==> config.mk <==
export PLATFORM = sky130hd
export DESIGN_NAME = msi_snoop_system
export DESIGN_NICKNAME = d
export VERILOG_FILES = /design/src/rtl/msi_pkg.sv /design/src/rtl/msi_cache_ctrl.sv /design/src/rtl/msi_rr_arbiter.sv /design/src/rtl/msi_memory.sv /design/src/rtl/msi_snoop_system.sv
export SDC_FILE = /design/constraint.sdc
export NUM_CORES = 1
export LEC_CHECK = 0
export ABC_AREA = 1
export ABC_CLOCK_PERIOD_IN_PS = 3940
export BUFFER_PORTS_ARGS = -buffer_cell sky130_fd_sc_hd__buf_2
export CORE_ASPECT_RATIO = 0.8
export CORE_MARGIN = 5
export CORE_UTILIZATION = 60
export CTS_CLUSTER_SIZE = 16
export DETAILED_ROUTE_END_ITERATION = 10
export PLACE_DENSITY = 0.78
export SYNTH_ARGS = -nofsm -noshare
export SYNTH_HDL_FRONTEND = slang
export SYNTH_SLANG_ARGS = --single-unit
==> constraint.sdc <==
create_clock -name clk -period 3.94 [get_ports clk]
set_input_delay 0.591 -clock clk [delete_from_list [all_inputs] [get_ports clk]]
set_output_delay 0.591 -clock clk [all_outputs]
set_load 0.01 [all_outputs]
==> src/rtl/msi_pkg.sv <==
package msi_pkg;
    typedef enum logic [1:0] {
        CMD_GETS = 2'd0,
        CMD_GETX = 2'd1,
        CMD_WB   = 2'd2
    } bus_cmd_e;

    typedef enum logic [1:0] {
        ST_I = 2'd0,
        ST_S = 2'd1,
        ST_M = 2'd2
    } line_state_e;

    typedef enum logic [1:0] {
        PH_IDLE = 2'd0,
        PH_WB   = 2'd1,
        PH_MISS = 2'd2
    } ctrl_phase_e;
endpackage

==> src/rtl/msi_cache_ctrl.sv <==
module msi_cache_ctrl
    import msi_pkg::*;
#(
    parameter int ADDR_W = 4,
    parameter int DATA_W = 8,
    parameter int IDX_W  = 1
) (
    input  logic              clk,
    input  logic              rst_n,
    input  logic              cpu_valid,
    input  logic              cpu_store,
    input  logic [ADDR_W-1:0] cpu_addr,
    input  logic [DATA_W-1:0] cpu_wdata,
    output logic              cpu_ready,
    output logic              cpu_done,
    output logic [DATA_W-1:0] cpu_rdata,
    output logic              req,
    output logic [1:0]        req_cmd,
    output logic [ADDR_W-1:0] req_addr,
    output logic [DATA_W-1:0] req_data,
    input  logic              bus_valid,
    input  logic              bus_mine,
    input  logic [1:0]        bus_cmd,
    input  logic [ADDR_W-1:0] bus_addr,
    input  logic [DATA_W-1:0] bus_data,
    output logic              snoop_owner,
    output logic [DATA_W-1:0] snoop_data
);
    localparam int NLINES = 1 << IDX_W;
    localparam int TAG_W  = ADDR_W - IDX_W;

    typedef struct packed {
        ctrl_phase_e                     ph;
        logic                            store;
        logic [ADDR_W-1:0]               addr;
        logic [DATA_W-1:0]               wdata;
        logic                            done;
        logic [DATA_W-1:0]               rdata;
        logic [NLINES-1:0][1:0]          st;
        logic [NLINES-1:0][TAG_W-1:0]    tag;
        logic [NLINES-1:0][DATA_W-1:0]   dat;
    } ctrl_t;

    ctrl_t c_q, c_d;

    logic [IDX_W-1:0] s_idx, o_idx, n_idx;
    logic [TAG_W-1:0] s_tag, o_tag, n_tag;
    logic             s_active, s_hit, n_hit, blocked;

    always_comb begin
        // snoop side: another cache's GETS/GETX this cycle
        s_idx    = bus_addr[IDX_W-1:0];
        s_tag    = bus_addr[ADDR_W-1:IDX_W];
        s_active = bus_valid && !bus_mine && (bus_cmd != CMD_WB);
        s_hit    = s_active && (c_q.st[s_idx] != ST_I) && (c_q.tag[s_idx] == s_tag);

        o_idx = c_q.addr[IDX_W-1:0];
        o_tag = c_q.addr[ADDR_W-1:IDX_W];
        n_idx = cpu_addr[IDX_W-1:0];
        n_tag = cpu_addr[ADDR_W-1:IDX_W];
        n_hit = (c_q.st[n_idx] != ST_I) && (c_q.tag[n_idx] == n_tag);

        // a snoop on the same index this cycle holds off a new access
        blocked   = s_active && (s_idx == n_idx);
        cpu_ready = (c_q.ph == PH_IDLE) && !blocked;

        snoop_owner = s_hit && (c_q.st[s_idx] == ST_M);
        snoop_data  = snoop_owner ? c_q.dat[s_idx] : '0;

        req      = (c_q.ph == PH_MISS) || ((c_q.ph == PH_WB) && (c_q.st[o_idx] == ST_M));
        req_cmd  = (c_q.ph == PH_WB) ? CMD_WB : (c_q.store ? CMD_GETX : CMD_GETS);
        req_addr = (c_q.ph == PH_WB) ? {c_q.tag[o_idx], o_idx} : c_q.addr;
        req_data = c_q.dat[o_idx];

        c_d      = c_q;
        c_d.done = 1'b0;

        if (s_hit) begin
            if (bus_cmd == CMD_GETX)
                c_d.st[s_idx] = ST_I;
            else if (c_q.st[s_idx] == ST_M)
                c_d.st[s_idx] = ST_S;
        end

        unique case (c_q.ph)
            PH_IDLE: begin
                if (cpu_valid && cpu_ready) begin
                    c_d.store = cpu_store;
                    c_d.addr  = cpu_addr;
                    c_d.wdata = cpu_wdata;
                    if (n_hit && (!cpu_store || (c_q.st[n_idx] == ST_M))) begin
                        c_d.done  = 1'b1;
                        c_d.rdata = c_q.dat[n_idx];
                        if (cpu_store) begin
                            c_d.dat[n_idx] = cpu_wdata;
                            c_d.rdata      = cpu_wdata;
                        end
                    end else if (c_q.st[n_idx] == ST_M) begin
                        c_d.ph = PH_WB;
                    end else begin
                        c_d.ph = PH_MISS;
                    end
                end
            end
            PH_WB: begin
                if (bus_mine) begin
                    c_d.st[o_idx] = ST_I;
                    c_d.ph        = PH_MISS;
                end else if (c_q.st[o_idx] != ST_M) begin
                    // victim was taken away by a snoop: nothing left to write
                    c_d.ph = PH_MISS;
                end
            end
            PH_MISS: begin
                if (bus_mine) begin
                    c_d.tag[o_idx] = o_tag;
                    c_d.st[o_idx]  = c_q.store ? ST_M : ST_S;
                    c_d.dat[o_idx] = c_q.store ? c_q.wdata : bus_data;
                    c_d.rdata      = c_q.store ? c_q.wdata : bus_data;
                    c_d.done       = 1'b1;
                    c_d.ph         = PH_IDLE;
                end
            end
            default: c_d.ph = PH_IDLE;
        endcase
    end

    always_ff @(posedge clk) begin
        if (!rst_n) c_q <= '0;
        else        c_q <= c_d;
    end

    assign cpu_done  = c_q.done;
    assign cpu_rdata = c_q.rdata;
endmodule

==> src/rtl/msi_rr_arbiter.sv <==
module msi_rr_arbiter #(
    parameter int N = 2
) (
    input  logic         clk,
    input  logic         rst_n,
    input  logic [N-1:0] req,
    output logic [N-1:0] grant
);
    localparam int PTR_W = (N > 1) ? $clog2(N) : 1;

    logic [PTR_W-1:0] ptr_q, ptr_d;
    logic             found;

    always_comb begin
        grant = '0;
        found = 1'b0;
        ptr_d = ptr_q;
        for (int i = 0; i < N; i++) begin
            if (!found && req[(int'(ptr_q) + i) % N]) begin
                found                         = 1'b1;
                grant[(int'(ptr_q) + i) % N]  = 1'b1;
                ptr_d = PTR_W'((int'(ptr_q) + i + 1) % N);
            end
        end
    end

    always_ff @(posedge clk) begin
        if (!rst_n) ptr_q <= '0;
        else        ptr_q <= ptr_d;
    end
endmodule

==> src/rtl/msi_memory.sv <==
module msi_memory
    import msi_pkg::*;
#(
    parameter int ADDR_W = 4,
    parameter int DATA_W = 8
) (
    input  logic              clk,
    input  logic              rst_n,
    input  logic              bus_valid,
    input  logic [1:0]        bus_cmd,
    input  logic [ADDR_W-1:0] bus_addr,
    input  logic              bus_owner,
    input  logic [DATA_W-1:0] bus_data,
    output logic [DATA_W-1:0] rdata
);
    localparam int DEPTH = 1 << ADDR_W;

    logic [DATA_W-1:0] mem_q [DEPTH];
    logic [DATA_W-1:0] mem_d [DEPTH];

    always_comb begin
        rdata = mem_q[bus_addr];
        mem_d = mem_q;
        // writeback, or owner's data on a GETS: memory becomes owner again
        if (bus_valid && ((bus_cmd == CMD_WB) || ((bus_cmd == CMD_GETS) && bus_owner)))
            mem_d[bus_addr] = bus_data;
    end

    always_ff @(posedge clk) begin
        if (!rst_n) begin
            for (int i = 0; i < DEPTH; i++)
                mem_q[i] <= DATA_W'(i * 17 + 3);
        end else begin
            mem_q <= mem_d;
        end
    end
endmodule

==> src/rtl/msi_snoop_system.sv <==
module msi_snoop_system
    import msi_pkg::*;
#(
    parameter int NCACHE = 2,
    parameter int ADDR_W = 4,
    parameter int DATA_W = 8,
    parameter int IDX_W  = 1,
    localparam int SRC_W = (NCACHE > 1) ? $clog2(NCACHE) : 1
) (
    input  logic                     clk,
    input  logic                     rst_n,
    input  logic [NCACHE-1:0]        cpu_valid,
    input  logic [NCACHE-1:0]        cpu_store,
    input  logic [NCACHE*ADDR_W-1:0] cpu_addr,
    input  logic [NCACHE*DATA_W-1:0] cpu_wdata,
    output logic [NCACHE-1:0]        cpu_ready,
    output logic [NCACHE-1:0]        cpu_done,
    output logic [NCACHE*DATA_W-1:0] cpu_rdata,
    output logic                     bus_valid,
    output logic [1:0]               bus_cmd,
    output logic [SRC_W-1:0]         bus_src,
    output logic [ADDR_W-1:0]        bus_addr,
    output logic                     bus_owner,
    output logic [DATA_W-1:0]        bus_data
);
    logic [NCACHE-1:0] req_vec, grant_vec, owner_vec;
    logic [1:0]        req_cmd   [NCACHE];
    logic [ADDR_W-1:0] req_addr  [NCACHE];
    logic [DATA_W-1:0] req_data  [NCACHE];
    logic [DATA_W-1:0] snp_data  [NCACHE];
    logic [DATA_W-1:0] wb_data, owner_data, mem_rdata;

    msi_rr_arbiter #(.N(NCACHE)) u_arb (
        .clk   (clk),
        .rst_n (rst_n),
        .req   (req_vec),
        .grant (grant_vec)
    );

    for (genvar g = 0; g < NCACHE; g++) begin : g_cache
        msi_cache_ctrl #(.ADDR_W(ADDR_W), .DATA_W(DATA_W), .IDX_W(IDX_W)) u_ctrl (
            .clk         (clk),
            .rst_n       (rst_n),
            .cpu_valid   (cpu_valid[g]),
            .cpu_store   (cpu_store[g]),
            .cpu_addr    (cpu_addr[g*ADDR_W +: ADDR_W]),
            .cpu_wdata   (cpu_wdata[g*DATA_W +: DATA_W]),
            .cpu_ready   (cpu_ready[g]),
            .cpu_done    (cpu_done[g]),
            .cpu_rdata   (cpu_rdata[g*DATA_W +: DATA_W]),
            .req         (req_vec[g]),
            .req_cmd     (req_cmd[g]),
            .req_addr    (req_addr[g]),
            .req_data    (req_data[g]),
            .bus_valid   (bus_valid),
            .bus_mine    (grant_vec[g]),
            .bus_cmd     (bus_cmd),
            .bus_addr    (bus_addr),
            .bus_data    (bus_data),
            .snoop_owner (owner_vec[g]),
            .snoop_data  (snp_data[g])
        );
    end

    // transaction selection from the granted requester
    always_comb begin
        bus_cmd  = '0;
        bus_addr = '0;
        bus_src  = '0;
        wb_data  = '0;
        for (int i = 0; i < NCACHE; i++) begin
            if (grant_vec[i]) begin
                bus_cmd  = req_cmd[i];
                bus_addr = req_addr[i];
                bus_src  = SRC_W'(i);
                wb_data  = req_data[i];
            end
        end
        bus_valid = |grant_vec;
    end

    // data source: writer, owning cache, else memory
    always_comb begin
        owner_data = '0;
        for (int i = 0; i < NCACHE; i++)
            owner_data = owner_data | snp_data[i];
        bus_owner = |owner_vec;
        if (bus_cmd == CMD_WB)  bus_data = wb_data;
        else if (bus_owner)     bus_data = owner_data;
        else                    bus_data = mem_rdata;
    end

    msi_memory #(.ADDR_W(ADDR_W), .DATA_W(DATA_W)) u_mem (
        .clk       (clk),
        .rst_n     (rst_n),
        .bus_valid (bus_valid),
        .bus_cmd   (bus_cmd),
        .bus_addr  (bus_addr),
        .bus_owner (bus_owner),
        .bus_data  (bus_data),
        .rdata     (mem_rdata)
    );
endmodule

== Yosys cells after proc, flatten, opt, wreduce, memory -nomap -nowiden ==
Cells that the tools add are included.

* Flip-flop bits (word level): 229
* Input port bits: 30
* Output and inout bits: 37
* Word-level logic and storage cells: 318

* Add/sub/neg operators: 2
* Magnitude comparators: 16
* Equality and inequality tests: 33
* Mux-type cells: 143
* Bitwise operators: 16
* Reduce and logical (&&, ||, !) cells: 67

{| class="wikitable"
|+ Operators by type and width
! cell !! count
|-
| $mux 8 || 29
|-
| $bwmux 128 || 1
|-
| $mux 16 || 6
|-
| $mux 35 || 2
|-
| $mux 2 || 33
|-
| $bwmux 16 || 4
|-
| $pmux 16 s2 || 2
|-
| $mux 24 || 2
|-
| $mux 4 || 12
|-
| $mux 3 || 14
|-
| $pmux 9 s2 || 2
|-
| $logic_and 1x1->1 || 33
|-
| $bmux 8 s4 || 1
|-
| $demux 8 s1 || 4
|-
| $demux 8 s4 || 1
|-
| $ne 2x2->1 const B || 13
|-
| $eq 2x2->1 const B || 9
|-
| $mux 9 || 2
|-
| $and 4x4->4 || 4
|-
| $pmux 4 s2 || 2
|-
| $reduce_and 4->1 || 4
|-
| $reduce_bool 2->1 || 7
|-
| $mux 1 || 13
|-
| $bwmux 6 || 2
|-
| 29 further kinds || 75
|}

== Logic depth before layout (Yosys ltp) ==
Gate-level depths: netlist of the first run.

* Depth after elaboration: 27
* Depth in mapped cells: 27
* Mapped depth without buffers: 23

== Hierarchy ==
From an unflattened synthesis of the first run, not the netlist that was laid out.

* Cell total of the unflattened synthesis: 2195
* Area total of the unflattened synthesis: 13550.5 um^2

{| class="wikitable"
|+ By module, submodules not included
! module !! times used !! cells an instance !! area an instance (um^2) !! seq. area each (um^2)
|-
| msi_cache_ctrl || 2 || 544 || 3320.7 || 1001.0
|-
| msi_memory || 1 || 996 || 6356.1 || 2562.5
|-
| msi_snoop_system || 1 || 103 || 503.0 || 0.0
|-
| msi_rr_arbiter || 1 || 8 || 50.0 || 20.0
|}

== Worst setup path after synthesis of the first run ==
OpenSTA, ideal clock, no wires.

* Path kind: reg-to-output
* Start point: reg g_cache[1].u_ctrl.c_q[48] in the netlist's numbering
* End point: out bus_data[0]
* Data arrival time: 2.333 ns
* Data required time: 3.349 ns
* Path slack: 1.016 ns
* Cell stages (with the launch flop): 19
* Path buffers: 3
* Cells stage by stage: dfxtp_1 inv_1 ha_1 buf_2 inv_1 nand2_4 nand2_4 nand3_4 buf_4 nand3_1 nand2_1 nand2_1 nand2_1 nor2_2 buf_2 nand4_1 nand3_1 nand3_1 nand2_1

* Longest elaborated chain between the ends: 21
* Elaborated cells on any way between the ends: 66
* Classes of those cells: eq/ne (8); mux (35); bitwise (3); reduce/logical (20)

{| class="wikitable"
|+ Ends and longest elaborated chain
! item !! line !! text
|-
| start, declared || msi_cache_ctrl.sv:44 || <nowiki>ctrl_t c_q, c_d;</nowiki>
|-
| start signal, assigned || msi_cache_ctrl.sv:129 || <nowiki>if (!rst_n) c_q <= '0;</nowiki>
|-
| start signal, assigned || msi_cache_ctrl.sv:130 || <nowiki>else c_q <= c_d;</nowiki>
|-
| $eq 2x1->1 || msi_cache_ctrl.sv:70, msi_cache_ctrl.sv:71, msi_cache_ctrl.sv:72 ||
|-
| $logic_and 1x1->1 || msi_cache_ctrl.sv:70 || <nowiki>req = (c_q.ph == PH_MISS) || ((c_q.ph == PH_WB) && (c_q.st[o_idx] == ST_M));</nowiki>
|-
| $logic_or 1x1->1 || msi_cache_ctrl.sv:70 ||
|-
| $mux 1 (not written as such) (2 in series) || msi_rr_arbiter.sv:19 || <nowiki>if (!found && req[(int'(ptr_q) + i) % N]) begin</nowiki>
|-
| $mux 1 || msi_rr_arbiter.sv:19 ||
|-
| $logic_not 1->1 || msi_rr_arbiter.sv:19 ||
|-
| $logic_and 1x1->1 || msi_rr_arbiter.sv:19 ||
|-
| $mux 2 || msi_rr_arbiter.sv:19 ||
|-
| $mux 4 (2 in series) || msi_snoop_system.sv:72 || <nowiki>if (grant_vec[i]) begin</nowiki>
|-
| $mux 2 (not written as such) (2 in series) || msi_cache_ctrl.sv:55, msi_cache_ctrl.sv:67 ||
|-
| $reduce_bool 2->1 || msi_cache_ctrl.sv:55 || <nowiki>s_hit = s_active && (c_q.st[s_idx] != ST_I) && (c_q.tag[s_idx] == s_tag);</nowiki>
|-
| $logic_and 1x1->1 (2 in series) || msi_cache_ctrl.sv:55 ||
|-
| $logic_and 1x1->1 || msi_cache_ctrl.sv:67 || <nowiki>snoop_owner = s_hit && (c_q.st[s_idx] == ST_M);</nowiki>
|-
| $mux 8 || msi_cache_ctrl.sv:68 || <nowiki>snoop_data = snoop_owner ? c_q.dat[s_idx] : '0;</nowiki>
|-
| $or 8x8->8 || msi_snoop_system.sv:86 || <nowiki>owner_data = owner_data | snp_data[i];</nowiki>
|-
| $mux 8 || msi_snoop_system.sv:89 || <nowiki>else if (bus_owner) bus_data = owner_data;</nowiki>
|-
| $mux 8 * || msi_snoop_system.sv:88 || <nowiki>if (bus_cmd == CMD_WB) bus_data = wb_data;</nowiki>
|-
| end, declared || msi_snoop_system.sv:24 || <nowiki>output logic [DATA_W-1:0] bus_data</nowiki>
|}

Mark *: on every way between the ends. The rest lies on a longest branch, timed or not. The select of a mux whose other input is x is not followed.

== Final worst setup path of the first run ==
* Start point: reg g_cache[1].u_ctrl.c_q[48] in the netlist's numbering
* End point: out bus_data[7]

Same word-level chain as after synthesis.

==> impl_metrics.env, run 1 <==
export IMPL_peakVddDrop_uv=471
export IMPL_fin_crit_sh=0.973
export IMPL_end_kind="output port"
export IMPL_antenna_cells=0
export IMPL_status="finished, final reports clean"
export IMPL_maxCapViolCount=0
export IMPL_rows=49
export IMPL_required_ps=3350
export IMPL_wl_per_cell_um=17.7
export IMPL_cp_cell_sequence="inv_1, ha_2, inv_2, nand2_4, nand2_4, nand3_4, buf_12, nand2_8, buf_4, nand2_1, nand2_1, nand2_1, nand2_1, nand2_1, nand2_1, inv_1, nand2_1, nand3_1, nand3_1, nand2_2, buf_2"
export IMPL_synthFlopType="dfxtp_1"
export IMPL_place_inst=2465
export IMPL_startpoint_type="flip-flop"
export IMPL_syn_area_um2=13700
export IMPL_htree_num_levels=1
export IMPL_power_density_nw_per_um2=718
export IMPL_crit_buf_inv=6
export IMPL_setup_viol=0
export IMPL_synth_nets=2233
export IMPL_firstDrtPassIters=8
export IMPL_start_util=0.610
export IMPL_cts_hold_buf=0
export IMPL_wl_um=44800
export IMPL_tightestPinTransition_ps=784
export IMPL_met2_length_um=17900
export IMPL_p_int_mw=5.86
export IMPL_gr_total_overflow=0
export IMPL_path_clk_slew_ps=60
export IMPL_p_switching_mw=5.31
export IMPL_drive_above_1_share=0.122
export IMPL_synth_distinct_cells=44
export IMPL_async_reset_ff_frac=0
export IMPL_syn_area_per_cell_um2=6.25
export IMPL_max_slew_margin_rel=0.476
export IMPL_antenna_found_initial=0
export IMPL_grt_pass1_wl_um=68000
export IMPL_leakagePower_nw=8.02
export IMPL_dr_max_layer_used="met4"
export IMPL_area_delta_synth_final_pct=13.4
export IMPL_finalClockSkew_ps=18.5
export IMPL_detail_route_vias_per_cell=5.80
export IMPL_cp_max_fo=14
export IMPL_die_w_um=179
export IMPL_cts_tree="done"
export IMPL_cts_sinks=229
export IMPL_ys_seq_elements=229
export IMPL_hold_class="in2reg"
export IMPL_synthCells=2197
export IMPL_numCtsBuffers=24
export IMPL_io_buffers=66
export IMPL_slowest_delay_ps=360
export IMPL_dp_hpwl_um=29300
export IMPL_fmax_mhz=261
export IMPL_crit_top_cell="nand2_1"
export IMPL_ant_nets=0
export IMPL_rsz0062_at_grt="true"
export IMPL_yosysSeqAreaShare=0.334
export IMPL_wl_met3_um=5970
export IMPL_cts_root_buf="clkbuf_16"
export IMPL_fin_cells=2538
export IMPL_cp_arrival_ps=3240
export IMPL_netSwitchingFraction=0.475
export IMPL_vias=14700
export IMPL_yosys_warnings=0
export IMPL_stdcell_area_um2=15600
export IMPL_clock_latency_ps=530
export IMPL_p_clk_frac=0.219
export IMPL_wl_met1_um=19600
export IMPL_die_area_um2=26000
export IMPL_num_io_pins=67
export IMPL_critical_path_top_delay_family="simple AND/OR/NAND/NOR gates"
export IMPL_grt_max_degree=58
export IMPL_drc=0
export IMPL_drt_iter0_drc=2222
export IMPL_grtUsageTotal=0.319
export IMPL_die_h_um=145
export IMPL_synth_edf_count=0
export IMPL_critPathKind="reg2out"
export IMPL_finalMaxSlewViolations=0
export IMPL_finalCriticalPeriod_ps=3840
export IMPL_grt_pass1_vias=12500
export IMPL_combinationalPowerShare=0.526
export IMPL_routabilityCongestion=0.946
export IMPL_hold_viol_final=0
export IMPL_nets=2251
export IMPL_core_area_um2=22500
export IMPL_sequentialPowerShare=0.255
export IMPL_slowest_stage="dfxtp_2"
export IMPL_cts_buffer_depth=3
export IMPL_place_area_um2=14100
power by group through the flow:
| stage | sequential [mW] | combinational [mW] | clock (mW) |
|---|---|---|---|
| floorplan | 2.80 | 3.44 | 0 |
| global placement | 2.86 | 5.23 | 0 |
| detailed placement | 2.88 | 5.25 | 0 |
| CTS | 2.83 | 5.36 | 2.46 |
| global route | 2.88 | 6.24 | 2.57 |
| finish | 2.85 | 5.88 | 2.45 |
layout by cell type, fill, tap and decap left out, drive strengths merged:
cell and n:
xnor2 2, nand3b 34, o21ai 163, a221oi 1
o2111ai 1, o221ai 10, ha 6, clkinvlp 3
nand2 653, a22oi 10, a21oi 188, a211oi 17
xor2 4, nand3 240, buf 124, bufbuf 1
a31oi 1, a311oi 8, nor2 111, nand4 21
o211ai 7, a2111oi 1, o21bai 1, clkbuf 40
bufinv 3, inv 344, clkinv 5, nor3 4
dfxtp 229
kinds of logic (layout without fill, tap and decap cells):
family / Yosys count / count (layout) / share of synthesized area
AO/OA/AOI/OAI: 408 / 408 / 0.165
XOR/XNOR: 6 / 6 / 0.00383
adder cells (fa/ha/maj): 6 / 6 / 0.00547
buffers and inverters: 488 / 520 / 0.150
flip-flops: 229 / 229 / 0.334
AND/OR/NAND/NOR: 1060 / 1063 / 0.342
area by class of cell:
cell class	count	area [um2]
timing repair buffer	131	1140
multi-input combinational	1483	7290
tap	306	383
inverter	345	1310
sequential	229	4590
fill	2020	6930
clock inverter	9	130
clock buffer	34	719
timing repair inverter	1	7.51
state kept, by name, indices dropped and copies added (netlist names):
name	flops
g_cache.u_ctrl.cpu_done	2
g_cache.u_ctrl.cpu_rdata	16
u_mem.mem_q	128
g_cache.u_ctrl.c_q	82
u_arb.ptr_q	1
worst paths after layout:
| path | from | to | slack (ps) | cells past startpoint |
|---|---|---|---|---|
| setup / recovery | g_cache[1].u_ctrl.c_q[48]$_SDFFE_PN0P_ | bus_data[7] | 100 | 21 |
| hold / removal | cpu_wdata[0] | g_cache[0].u_ctrl.c_q[35]$_SDFFE_PN0P_ | 360 | 3 |
| setup reg to reg | g_cache[1].u_ctrl.c_q[48]$_SDFFE_PN0P_ | u_mem.mem_q[80]$_SDFFE_PN0P_ | 470 | 22 |
| hold reg to reg | g_cache[0].u_ctrl.c_q[40]$_SDFFE_PN0P_ | g_cache[0].u_ctrl.c_q[40]$_SDFFE_PN0P_ | 460 | 2 |
worst register-to-register path: cells and delay by family, from the launching register on:
kind | cells | cell delay [ps]
buf+inv | 5 | 620
flops | 1 | 360
simple gates | 15 | 1900
compound gates | 1 | 350
fa+ha+maj | 1 | 210
cell usage after synthesis, types with 7 or more instances:
master | number | share of area
o221ai_1 | 10 | 0.0064
clkbuf_1 | 49 | 0.013
nand3_1 | 231 | 0.084
dfxtp_1 | 229 | 0.33
nor2_1 | 103 | 0.028
buf_6 | 7 | 0.0057
nand2_1 | 631 | 0.17
nand2_2 | 15 | 0.0068
buf_4 | 31 | 0.017
o21ai_0 | 107 | 0.039
o21ai_1 | 55 | 0.020
nand4_1 | 21 | 0.0096
nand3b_1 | 34 | 0.019
a211oi_1 | 17 | 0.0093
a21oi_1 | 184 | 0.067
buf_2 | 43 | 0.016
a22oi_1 | 10 | 0.0055
inv_1 | 327 | 0.089
a311oi_1 | 8 | 0.0051
buf_1 | 13 | 0.0036
inv_2 | 14 | 0.0038
routing by layer:
metal,GRT usage,up-vias
met5,0,-
met4,0.0742,0
met3,0.0596,132
met2,0.434,947
met1,0.513,6629
li1,-,7016
stage by stage:
stage | utilization | hold WS, ps | total power, mW | TNS [ps] | setup WS [ps]
2_1_floorplan | - | 429 | 6.24 | 0 | 1020
3_3_place_gp | 0.625 | 441 | 8.10 | 0 | 396
3_5_place_dp | 0.625 | 441 | 8.12 | 0 | 246
4_1_cts | 0.669 | 360 | 10.6 | 0 | 1.69
5_1_grt | 0.692 | 391 | 11.7 | -131 | -57.4
6_report | 0.692 | 361 | 11.2 | 0 | 105
timing repair:
| action | 4_1_cts | 5_1_grt |
|---|---|---|
| setup buffers | 3 | 15 |
| gates cloned | 2 | 10 |
| resized for setup | 12 | 57 |
| setup endpoints to repair | 8 | 8 |
| pin swaps | 2 | 11 |
Note: power is estimated with default switching activity, not from simulation.
==> inputs of run 2 (changes only) <==
--- a/config.mk
+++ b/config.mk
@@ -14,6 +14,7 @@
 export CTS_CLUSTER_SIZE = 16
 export DETAILED_ROUTE_END_ITERATION = 10
 export PLACE_DENSITY = 0.78
+export REMOVE_ABC_BUFFERS = 1
 export SYNTH_ARGS = -nofsm -noshare
 export SYNTH_HDL_FRONTEND = slang
 export SYNTH_SLANG_ARGS = --single-unit
==> run 2 against run 1 <==
  * Setup slack worse by 95 ps
  * Total power decreased by 0.11%
  * Non-clock buffer count increased by 4
  * Clock skew down 4.3 ps
  * Critical endpoint is now bus_data[0]
  * Largest power group unchanged
==> impl_metrics.env, run 2 (synthesized netlist as in run 1, its figures left out) <==
export IMPL_cp_arrival_ps=3340
export IMPL_finalPower_mw=11.2
export IMPL_layout_commonest_cell="nand2_1"
export IMPL_area_delta_synth_final_pct=13.4
export IMPL_n_fill_cell=1915
export IMPL_num_io_pins=67
export IMPL_numCtsBuffers=24
export IMPL_die_w_um=179
export IMPL_status="finished, final reports clean"
export IMPL_grt_pass1_vias=12700
export IMPL_fin_crit_sh=0.998
export IMPL_leakagePower_nw=8.04
export IMPL_nets=2252
export IMPL_gr_total_overflow=0
export IMPL_layout_common_cells="nand2_1, inv_1, nand3_1, dfxtp_1, a21oi_1"
export IMPL_holdWs_ps=379
export IMPL_slowest_delay_ps=370
export IMPL_cts_buffer_depth=3
export IMPL_power_density_nw_per_um2=717
export IMPL_die_area_um2=26000
export IMPL_combinationalPowerShare=0.522
export IMPL_cts_root_buf="clkbuf_16"
export IMPL_hold_class="in2reg"
export IMPL_peakVddDrop_uv=521
export IMPL_crit_top_cell="nand2_1"
export IMPL_setup_viol=0
export IMPL_core_area_um2=22500
export IMPL_startpoint_type="flip-flop"
export IMPL_largest_reg_flops=128
export IMPL_final_core_util=0.692
export IMPL_grt_pass1_wl_um=68500
export IMPL_post_place_ws_ps=249
export IMPL_clock_latency_ps=530
export IMPL_drc=0
export IMPL_place_inst=2469
export IMPL_final_setup_tns_ps=0
export IMPL_rsz0062_at_grt="true"
export IMPL_finalCriticalPeriod_ps=3930
export IMPL_cp_cell_sequence="inv_1, ha_1, inv_2, nand2_4, nand2_8, nand3_4, buf_6, bufbuf_16, nand3b_1, nand2_1, nand2_1, nand2_2, nand2_1, nand2_1, inv_1, nand2_1, nand3_1, nand3_2, nand2_2, buf_2"
export IMPL_drive_above_1_share=0.123
export IMPL_p_int_mw=5.87
export IMPL_sequentialPowerShare=0.255
export IMPL_dp_hpwl_um=28000
export IMPL_ant_nets=0
export IMPL_stdcell_area_um2=15600
export IMPL_rows=49
export IMPL_cp_max_fo=21
export IMPL_hold_viol_final=0
export IMPL_netSwitchingFraction=0.474
export IMPL_p_switching_mw=5.29
export IMPL_drt_iter0_drc=1862
export IMPL_maxCapViolCount=0
export IMPL_wl_um=44700
export IMPL_antenna_found_initial=0
export IMPL_finalClockSkew_ps=14.2
export IMPL_regMostFlops="u_mem.mem_q"
export IMPL_max_slew_margin_rel=0.293
export IMPL_cts_tree="done"
export IMPL_tightestPinTransition_ps=1060
export IMPL_grtUsageTotal=0.323
export IMPL_slowest_stage="dfxtp_2"
export IMPL_grt_max_degree=87
export IMPL_start_util=0.610
export IMPL_end_kind="output port"
export IMPL_fmax_mhz=254
export IMPL_place_area_um2=14100
export IMPL_p_clk_frac=0.223
export IMPL_path_clk_slew_ps=70
export IMPL_routabilityCongestion=0.936
export IMPL_htree_num_levels=1
export IMPL_firstDrtPassIters=6
export IMPL_fin_cells=2539
export IMPL_vias=14600
export IMPL_detail_route_vias_per_cell=5.75
export IMPL_fin_ws_ps=9.53
export IMPL_required_ps=3350
export IMPL_critPathKind="reg2out"
export IMPL_antenna_cells=0
export IMPL_cts_sinks=229
export IMPL_wl_per_cell_um=17.6
export IMPL_finalMaxSlewViolations=0
export IMPL_io_buffers=66
export IMPL_die_h_um=145
## run 2: area by class of cell
type | instances | area (um2) | share of cell area
clock buffer | 37 | 761 | 0.0489
clock inverter | 6 | 108 | 0.00691
inverter | 345 | 1310 | 0.0841
multi-input combinational | 1481 | 7270 | 0.467
sequential | 229 | 4590 | 0.295
tap | 306 | 383 | 0.0246
timing repair buffer | 135 | 1150 | 0.0738
## run 2: path summary, 6_finish.rpt
| kind | startpoint | end | slack [ps] | cells after the start |
|---|---|---|---|---|
| setup / recovery | g_cache[1].u_ctrl.c_q[48]$_SDFFE_PN0P_ | bus_data[0] | 10 | 20 |
| hold / removal | cpu_wdata[7] | g_cache[0].u_ctrl.c_q[42]$_SDFFE_PN0P_ | 380 | 3 |
| setup reg to reg | g_cache[1].u_ctrl.c_q[48]$_SDFFE_PN0P_ | g_cache[1].u_ctrl.c_q[10]$_SDFFE_PN0P_ | 400 | 19 |
| hold reg to reg | g_cache[1].u_ctrl.c_q[35]$_SDFFE_PN0P_ | g_cache[1].u_ctrl.c_q[35]$_SDFFE_PN0P_ | 450 | 2 |
## run 2: layer usage
layer / track usage / vias up / share of wire
li1: - / 7024 / -
met1: 0.496 / 6522 / 0.44
met2: 0.455 / 938 / 0.40
met3: 0.0653 / 121 / 0.12
met4: 0.0898 / 0 / 0.031
met5: 0 / - / 0
## run 2: critical path: cells and delay by family (launching register included)
family,cells,cell delay [ps]
and+or+nand+nor,13,1340
DFF,1,370
buffers and inverters,6,870
adders and majority gates,1,230
## run 2: power by group through the flow
stage | logic, mW | clock network (mW) | registers, mW
floorplan | 2.99 | 0 | 2.87
global placement | 5.13 | 0 | 2.86
detailed placement | 5.15 | 0 | 2.87
CTS | 5.30 | 2.49 | 2.82
global route | 6.18 | 2.60 | 2.88
finish | 5.82 | 2.49 | 2.85
## run 2: what timing repair did
| item | CTS | global route |
|---|---|---|
| hold buffers | 0 | 0 |
| endpoints found under the setup margin | 8 | 8 |
| pin swaps | 3 | 13 |
| gates cloned | 5 | 3 |
| resized for setup | 11 | 47 |
| buffers inserted | 5 | 14 |
